--- config.mk ---
export PLATFORM = sky130hd
export DESIGN_NAME = addrStatusDemux
export DESIGN_NICKNAME = d
export VERILOG_FILES = /design/src/rtl/demux_pkg.sv /design/src/rtl/demuxCtrl.sv /design/src/rtl/demuxData.sv /design/src/rtl/addrStatusDemux.sv
export SDC_FILE = /design/constraint.sdc
export NUM_CORES = 1
export LEC_CHECK = 0
export BUFFER_PORTS_ARGS = -buffer_cell sky130_fd_sc_hd__buf_2
export CAP_MARGIN = 25
export CORE_ASPECT_RATIO = 0.75
export CORE_MARGIN = 2
export CORE_UTILIZATION = 45
export CTS_BUF_LIST = sky130_fd_sc_hd__clkbuf_4
export CTS_CLUSTER_DIAMETER = 50
export DETAILED_ROUTE_END_ITERATION = 12
export PLACE_DENSITY_LB_ADDON = 0.3
export SLEW_MARGIN = 20
export SYNTH_ARGS = -nofsm -noshare
export SYNTH_HDL_FRONTEND = slang
export SYNTH_SLANG_ARGS = --single-unit
--- constraint.sdc ---
create_clock -name clk -period 1.6 [get_ports clk]
set_clock_uncertainty 0.15 [all_clocks]
set_input_delay 0.08 -clock clk [delete_from_list [all_inputs] [get_ports clk]]
set_output_delay 0.08 -clock clk [all_outputs]
set_load 0.02 [all_outputs]
--- src/rtl/demux_pkg.sv ---
package demux_pkg;
  localparam int LOW_W  = 16;
  localparam int UP_W   = 4;
  localparam int ADDR_W = LOW_W + UP_W;
  localparam int SEG_W  = 2;
  localparam int BANKS  = 1 << SEG_W;
  localparam int PHYS_W = ADDR_W + SEG_W;

  // Strobes from control to datapath
  typedef struct packed {
    logic loadAddr;
    logic loadStatus;
  } ctrlStrobes_t;
endpackage

--- src/rtl/demuxCtrl.sv ---
module demuxCtrl
  import demux_pkg::*;
(
  input  logic         clk,
  input  logic         rst,
  input  logic         ale,
  input  logic         holdAck,
  input  logic         intAck,
  output ctrlStrobes_t strb,
  output logic         addrValid,
  output logic         statusValid
);
  logic aleQ;

  // ale history keeps tracking during hold, so a fall inside hold is dropped
  always_ff @(posedge clk) begin
    if (rst) aleQ <= 1'b0;
    else     aleQ <= ale;
  end

  always_comb begin
    strb.loadAddr   = ale && !holdAck;
    strb.loadStatus = !ale && aleQ && !holdAck;
  end

  always_ff @(posedge clk) begin
    if (rst) begin
      addrValid   <= 1'b0;
      statusValid <= 1'b0;
    end else if (strb.loadAddr) begin
      addrValid   <= !intAck;
      statusValid <= 1'b0;
    end else if (strb.loadStatus) begin
      statusValid <= 1'b1;
    end
  end

  a_r3_status_sampled: assert property (@(posedge clk) disable iff (rst)
    (aleQ && !ale && !holdAck) |=> statusValid);
  a_r5_status_cleared: assert property (@(posedge clk) disable iff (rst)
    (ale && !holdAck) |=> !statusValid);
  a_r8_intack_invalid: assert property (@(posedge clk) disable iff (rst)
    (ale && intAck && !holdAck) |=> !addrValid);
endmodule

--- src/rtl/demuxData.sv ---
module demuxData
  import demux_pkg::*;
(
  input  logic               clk,
  input  logic               rst,
  input  ctrlStrobes_t       strb,
  input  logic               statusValid,
  input  logic [LOW_W-1:0]   lowAddr,
  input  logic [UP_W-1:0]    upperPins,
  output logic [PHYS_W-1:0]  physAddr,
  output logic [BANKS-1:0]   bankSel,
  output logic               intFlag,
  output logic               ownErr
);
  logic [ADDR_W-1:0] addrReg;
  logic [SEG_W-1:0]  segReg;
  logic              ifReg;
  logic              s6Reg;

  always_ff @(posedge clk) begin
    if (rst)               addrReg <= '0;
    else if (strb.loadAddr) addrReg <= {upperPins, lowAddr};
  end

  always_ff @(posedge clk) begin
    if (rst) begin
      segReg <= '0;
      ifReg  <= 1'b0;
      s6Reg  <= 1'b0;
    end else if (strb.loadStatus) begin
      segReg <= upperPins[SEG_W-1:0];
      ifReg  <= upperPins[2];
      s6Reg  <= upperPins[3];
    end
  end

  // One comparator per bank
  for (genvar b = 0; b < BANKS; b++) begin : gBank
    assign bankSel[b] = statusValid && (segReg == SEG_W'(b));
  end

  assign physAddr = {segReg, addrReg};
  assign intFlag  = ifReg;
  assign ownErr   = s6Reg;

  a_r6_own_err: assert property (@(posedge clk) disable iff (rst)
    strb.loadStatus |=> (ownErr == $past(upperPins[3])));
  a_r2_addr_hold: assert property (@(posedge clk) disable iff (rst)
    !strb.loadAddr |=> $stable(physAddr[ADDR_W-1:0]));
endmodule

--- src/rtl/addrStatusDemux.sv ---
module addrStatusDemux
  import demux_pkg::*;
(
  input  logic              clk,
  input  logic              rst,
  input  logic              ale,
  input  logic              holdAck,
  input  logic              intAck,
  input  logic [LOW_W-1:0]  lowAddr,
  input  logic [UP_W-1:0]   upperPins,
  output logic [PHYS_W-1:0] physAddr,
  output logic [BANKS-1:0]  bankSel,
  output logic              addrValid,
  output logic              statusValid,
  output logic              intFlag,
  output logic              ownErr
);
  ctrlStrobes_t strb;

  demuxCtrl uCtrl (
    .clk(clk), .rst(rst), .ale(ale), .holdAck(holdAck), .intAck(intAck),
    .strb(strb), .addrValid(addrValid), .statusValid(statusValid)
  );

  demuxData uData (
    .clk(clk), .rst(rst), .strb(strb), .statusValid(statusValid),
    .lowAddr(lowAddr), .upperPins(upperPins), .physAddr(physAddr),
    .bankSel(bankSel), .intFlag(intFlag), .ownErr(ownErr)
  );

  a_r4_onehot_bank: assert property (@(posedge clk) disable iff (rst)
    statusValid |-> $onehot(bankSel));
  a_r5_bank_idle: assert property (@(posedge clk) disable iff (rst)
    !statusValid |-> (bankSel == '0));
  a_r7_hold_freeze: assert property (@(posedge clk) disable iff (rst)
    holdAck |=> ($stable(physAddr) && $stable(addrValid) && $stable(statusValid)
                 && $stable(intFlag) && $stable(ownErr)));
endmodule

* After elaboration in Yosys (flattened, before gate mapping)
Cells that the tools add are included.
** Operators by class
- Eq/ne operators :: 3
- Reductions and logical operators :: 12
** Operator list (count)
- $logic_and 1x1->1 :: 7
- $eq 2x2->1 const B :: 2
- $logic_not 1->1 :: 3
- $eq 2x1->1 const B :: 1
- $logic_not 2->1 :: 1
- $reduce_or 2->1 :: 1
** Storage, ports and cells
- Bits of input ports :: 25
- Register bits :: 27

* Longest topological paths before layout
Gate-level depths: netlist (run 1).
- Depth in word-level cells :: 3
- Depth in mapped cells :: 4

* Hierarchy
From an unflattened synthesis (run 1), not the netlist that was laid out.
** Second synthesis, totals
- Cells, all modules :: 94
- Area, all modules :: 1012.2 µm²
** By module, submodules not included
- demuxData :: cells an instance 82, area each 878.3 µm², instances 1, sequential area each 480.5 µm²
- demuxCtrl :: cells an instance 12, area each 133.9 µm², instances 1, sequential area each 60.1 µm²

* Worst setup path after synthesis (run 1)
OpenSTA, ideal clock, no wires.
- Kind :: reg-to-output
- Start point :: register uCtrl.statusValid
- End point :: output port bankSel[0]
- Arrival :: 1040 ps
- Slack :: 330 ps
- Stages on the path, launching flop included :: 2
- Cell sequence :: dfxtp_1 > nor3b_1
** Between the ends
- Cells in the longest elaborated chain, start to end :: 1
** Ends and longest elaborated chain
- start: declaration :: RTL line demuxCtrl.sv:11 : output logic statusValid
- start signal: assignment :: RTL line demuxCtrl.sv:29 : statusValid <= 1'b0;
- start signal: assignment :: RTL line demuxCtrl.sv:32 : statusValid <= 1'b0;
- start signal: assignment :: RTL line demuxCtrl.sv:34 : statusValid <= 1'b1;
- $logic_and 1x1->1 :: RTL line demuxData.sv:39 : assign bankSel[b] = statusValid && (segReg == SEG_W'(b));
- end: declaration :: RTL line addrStatusDemux.sv:12 : output logic [BANKS-1:0] bankSel,
No other way between the ends.

* Worst setup path after layout (run 1)
Same ends and word-level chain as after synthesis.

==> flow_summary.toml, run 1 <==
[status]
outcome = "complete, no violations"

[synthesis]
avgSynthCellArea_um2 = 8.521
yosys_warnings = 0
yosys.area.top_type_share_pct = 54.68
yosys_register_bits = 27
syn_inst = 116
synthesis.area_um2 = 988.4
ys_seq_area_share_pct = 54.68
synthTopCellsByArea = "dfxtp_1, nand2_1, a21oi_1"
yosysTopAreaCell = "dfxtp_1"
synth_nets = 141
ys_types = 18

[grt]
antenna_found_initial = 0
grt_pass1_vias = 961
grt_first_pass_wirelength_mm = 4.064
grt_overflow = 0
grtUsageTotal_pct = 21.09
grt_max_degree = 28

[critical_path]
worstSetupEndpointType = "output pin"
critPathMaxFanout = 6
critPathLaunchType = "register"
cp.arrival_ps = 1150
worstSetupPathType = "reg -> out"
crit_required_ps = 1370

[final_layout]
fillerInstances = 157
fin_nets = 224
final_cell_area_um2 = 1582
drive_gt1_share_pct = 31.31
areaGrowthSynthToFinish_pct = 60.00
diodes = 0

[drt]
wl_mm = 2.622
m1WireLength_mm = 1.096
drtAntennaViolNets = 0
post_drt_via_cell_ratio = 4.757
drt_first_pass_iters = 4
wl_met2_mm = 1.342
drt_iter0_markers = 35
post_drt_wl_per_cell_um = 11.81
num_vias = 1056
drt_drc_violations_left = 0
wl_met3_um = 172
routed.top_layer = "met4"

[clock_tree]
cts_max_path_buffers = 2
clk_latency_ps = 330
ctsHoldBuffers = 29
cts_root_buf = "clkbuf_4"
cts_buffers = 3
clkSinkCount = 27
htree_levels = 1
cts_tree = "done"
path_clk_slew_ps = 150
postCtsSetupRepairBufs = 0
cts.repair.resized = 0

[place]
post-dp-hpwl_mm = 1.640
placed_area_um2 = 1261
place_congestion = 0.7026
numPortBuffers = 54

[power]
powerDensity_nw_per_um2 = 783.2
pwr-share-comb_pct = 18.3
swShare_pct = 26.68
internal-power_uw = 908.2
p_leak_uw = 0.0007370
peakVddDrop_uv = 858.3
total_power_uw = 1239
clock_power_share_pct = 23.9
switchingPower_uw = 330.5
pwr-share-seq_pct = 57.8

[sta]
max_slew.worst_pin.slew_ps = 457.2
setup_tns_ps = 0
relSlewSlack_pct = 69.52
setup_violations = 0
post-route-min-period_ps = 1383
hold_viol = 0
rsz0062_at_grt = "no"
hold_slack_ps = 26.85
max_clock_freq_ghz = 0.7232
fin_crit_sh_pct = 86.42
slew_violations = 0

[floorplanning]
io_pins = 55
die-area_um2 = 2591
die_h_um = 44.59
die_w_um = 58.12
row_count = 14
core_um2 = 2032
start_util_pct = 48.65

[job]
maxCapViolations = 0

[hold_path]
hold_path_class = "in -> reg"
[cells by family (layout without fill, tap and decap cells)]
logic type / count (synthesis) / count (layout) / synth area share [%]
compound gates: 22 / 22 / 11.39
mux: 4 / 4 / 4.051
buf+inv: 8 / 90 / 4.683
simple gates: 55 / 55 / 25.19
flops: 27 / 27 / 54.68
[placed cells by master, fill, tap and decap left out, types with 2 or more instances in the layout]
cell type / instances
nor2_1: 6
dlygate4sd3_1: 29
buf_4: 2
nand2_1: 41
a21oi_1: 21
dfxtp_1: 27
buf_2: 54
mux2i_1: 4
clkbuf_4: 3
[sequential cells by signal, summed over array words and instances, names as in the netlist]
| register | flops |
|---|---|
| uCtrl.statusValid | 1 |
| uData.addrReg | 20 |
| uData.segReg | 2 |
| uCtrl.addrValid | 1 |
| uData.intFlag | 1 |
| uData.ownErr | 1 |
| uCtrl.aleQ | 1 |
[final timing paths]
kind                           from                to  slack [ps]  depth (start not counted)
hold / removal                  rst     uData.intFlag          30                          2
setup / recovery  uCtrl.statusValid        bankSel[0]         220                          2
setup reg to reg         uCtrl.aleQ   uData.segReg[1]         390                          3
hold reg to reg    uData.addrReg[6]  uData.addrReg[6]         320                          2
[per-stage QoR]
stage / setup slack (ps) / cells / util (%)
floorplan: 329.8 / 116 / -
global placement: 447.4 / 189 / 62.07
detailed placement: 396.1 / 189 / 62.07
CTS: 212.8 / 222 / 77.83
global route: 131.2 / 222 / 77.83
finish: 217.2 / 222 / 77.83
[critical path, cell delays in order (launching register included)]
cell	delay, ps
dfxtp_1	440
nor3b_1	190
buf_2	190
[synthesized netlist by cell type]
cell type / instances
a211oi_1: 1
a21oi_1: 21
and3_1: 1
and3b_1: 1
buf_2: 1
buf_4: 4
clkbuf_1: 2
dfxtp_1: 27
inv_1: 1
mux2i_1: 4
nand2_1: 41
nand2b_1: 1
nor2_1: 6
nor2b_1: 1
nor2b_4: 1
nor3_1: 1
nor3b_1: 1
nor3b_4: 1
[power groups by stage]
stage / sequential, uW / combinational [uW] / clock [uW]
6_report: 716 / 226 / 296
5_1_grt: 720 / 244 / 332
4_1_cts: 716 / 224 / 307
3_5_place_dp: 731 / 173 / 0
3_3_place_gp: 729 / 167 / 0
2_1_floorplan: 765 / 67.6 / 0
[routing by layer]
layer | up-vias | GRT usage [%]
li1 | 539 | -
met3 | 2 | 6.433
met2 | 38 | 40.45
met1 | 477 | 23.19
met5 | - | 0
met4 | 0 | 4.186
[cell type report]
class | count | area, um^2 | share of cell area, %
well taps | 24 | 30.03 | 1.899
flip-flops and latches | 27 | 540.5 | 34.18
multi-input cells | 81 | 401.6 | 25.40
repair buffers | 85 | 575.6 | 36.39
inverters | 1 | 3.754 | 0.2373
clock inverters | 1 | 7.507 | 0.4747
clock buffers | 3 | 22.52 | 1.424
No activity file was read; power rests on OpenSTA's default activity.
==> run 2: changes to the inputs <==
clock period = 1.35 ns   (was 1.6 ns; I/O delays follow)
==> run 2 against run 1 <==
Compared with the run above: total power grew 18%; die area is the same; non-clock buffer count shrank 4; core utilization shrank 0.92 points; critical endpoint is now uData.addrReg[16]; first-iteration DRC count shrank 14%; worst hold slack lost 18 ps; final cell count shrank 1.8%.
==> flow_summary.toml, run 2 (same netlist as run 1, synthesis figures left out) <==
[drt]
post_drt_wl_per_cell_um = 11.89
drt_drc_violations_left = 0
drt_iter0_markers = 30
post_drt_via_cell_ratio = 4.729
wl_mm = 2.593
num_vias = 1031
drtAntennaViolNets = 0
drt_first_pass_iters = 5

[critical_path]
rr_startpoint = "uCtrl.aleQ"
crit_top_cell = "dlygate4sd3_1"
critPathLaunchType = "input pin"
cp_cell_sequence = "dlygate4sd3_1 > buf_2 > nand2_1 > dlygate4sd3_1 > a21oi_2"
worstSetupPathType = "in -> reg"
worstSetupEndpointType = "register"
cp.arrival_ps = 1390
slowest_delay_ps = 560
crit_required_ps = 1400
critPathMaxFanout = 2
slowest_stage = "dlygate4sd3_1"
crit_start = "upperPins[0]"

[sta]
max_clock_freq_ghz = 0.7459
hold_viol = 0
setup_violations = 0
post-route-min-period_ps = 1341
fin_crit_sh_pct = 99.31
setup_tns_ps = 0
slew_violations = 0
rsz0062_at_grt = "no"
relSlewSlack_pct = 66.71
max_slew.worst_pin.slew_ps = 499.4

[hold_path]
min_from = "holdAck"
hold_path_class = "in -> reg"

[floorplanning]
die_h_um = 44.59
io_pins = 55
start_util_pct = 48.65
core_um2 = 2032
die-area_um2 = 2591
row_count = 14
die_w_um = 58.12

[power]
total_power_uw = 1466
powerDensity_nw_per_um2 = 937.9
p_leak_uw = 0.0007350
peakVddDrop_uv = 836.2

[clock_tree]
path_clk_slew_ps = 130
clk_latency_ps = 310
clkSinkCount = 27
cts_root_buf = "clkbuf_4"
cts_max_path_buffers = 2
postCtsSetupRepairBufs = 0
cts_tree = "done"
cts_buffers = 3
htree_levels = 1

[final_layout]
final_cell_mix = "buf_2, nand2_1, dlygate4sd3_1"
layout_commonest_cell = "buf_2"
drive_gt1_share_pct = 34.54
reg_top3 = "uData.addrReg x20, uData.segReg x2"
final_cell_area_um2 = 1563
areaGrowthSynthToFinish_pct = 58.10
fin_nets = 220
largest_reg_flops = 20
diodes = 0
final_util_pct = 76.91
largest-register = "uData.addrReg"

[grt]
antenna_found_initial = 0
grt_pass1_vias = 934
grt_first_pass_wirelength_mm = 4.029
grt_max_degree = 28
grtUsageTotal_pct = 20.82
grt_overflow = 0

[place]
place_congestion = 0.7000
numPortBuffers = 54
placed_area_um2 = 1261
post-dp-hpwl_mm = 1.641

[job]
maxCapViolations = 0

[status]
outcome = "complete, no violations"
[run 2: worst paths after layout]
check	end	cells past startpoint	slack, ps
setup / recovery	uData.addrReg[16]	5	9
hold / removal	uData.addrReg[17]	4	9
setup reg to reg	uData.intFlag	3	120
hold reg to reg	uData.addrReg[9]	2	310
[run 2: worst max-delay path, delay by kind of cell]
| kind | cells | cell delay [ps] |
|---|---|---|
| AO/OA/AOI/OAI | 1 | 50 |
| buffers and inverters | 3 | 1230 |
| AND/OR/NAND/NOR | 1 | 40 |
[run 2: stage by stage]
step                setup WS (ps)  cells  hold slack, ps
finish                      9.311    218           9.147
global route                2.292    218           11.22
CTS                         33.11    220          0.4513
detailed placement          141.5    189           107.3
global placement            194.5    189           100.0
floorplan                   92.33    116           13.12
[run 2: layer usage]
layer / part of all wire (%) / GRT usage (%) / wire (um) / vias to the layer above
li1: - / - / - / 529
met1: 41 / 22.58 / 1071 / 463
met5: 0 / 0 / 0 / -
met3: 6.3 / 7.018 / 164 / 2
met2: 52 / 39.77 / 1346 / 37
met4: 0.42 / 4.186 / 11 / 0
[run 2: timing repair]
action,in CTS,in global routing
setup endpoints to repair,1,7
hold buffers,27,0
hold endpoints to repair,26,0
resized for setup,1,5
[run 2: final cells by class]
class	count	area, um^2
Clock buffer	4	30.03
Inverter	1	3.754
Multi-Input combinational cell	81	414.1
Tap cell	24	30.03
Timing Repair Buffer	81	540.5
Fill cell	156	469.2
Sequential cell	27	544.3
[run 2: where the power goes]
part	switching [uW]	leakage, uW	internal, uW
logic	136	0.000495	127
clock network	217	0.0000184	136
registers	18.5	0.000222	832
total	372	0.000735	1090
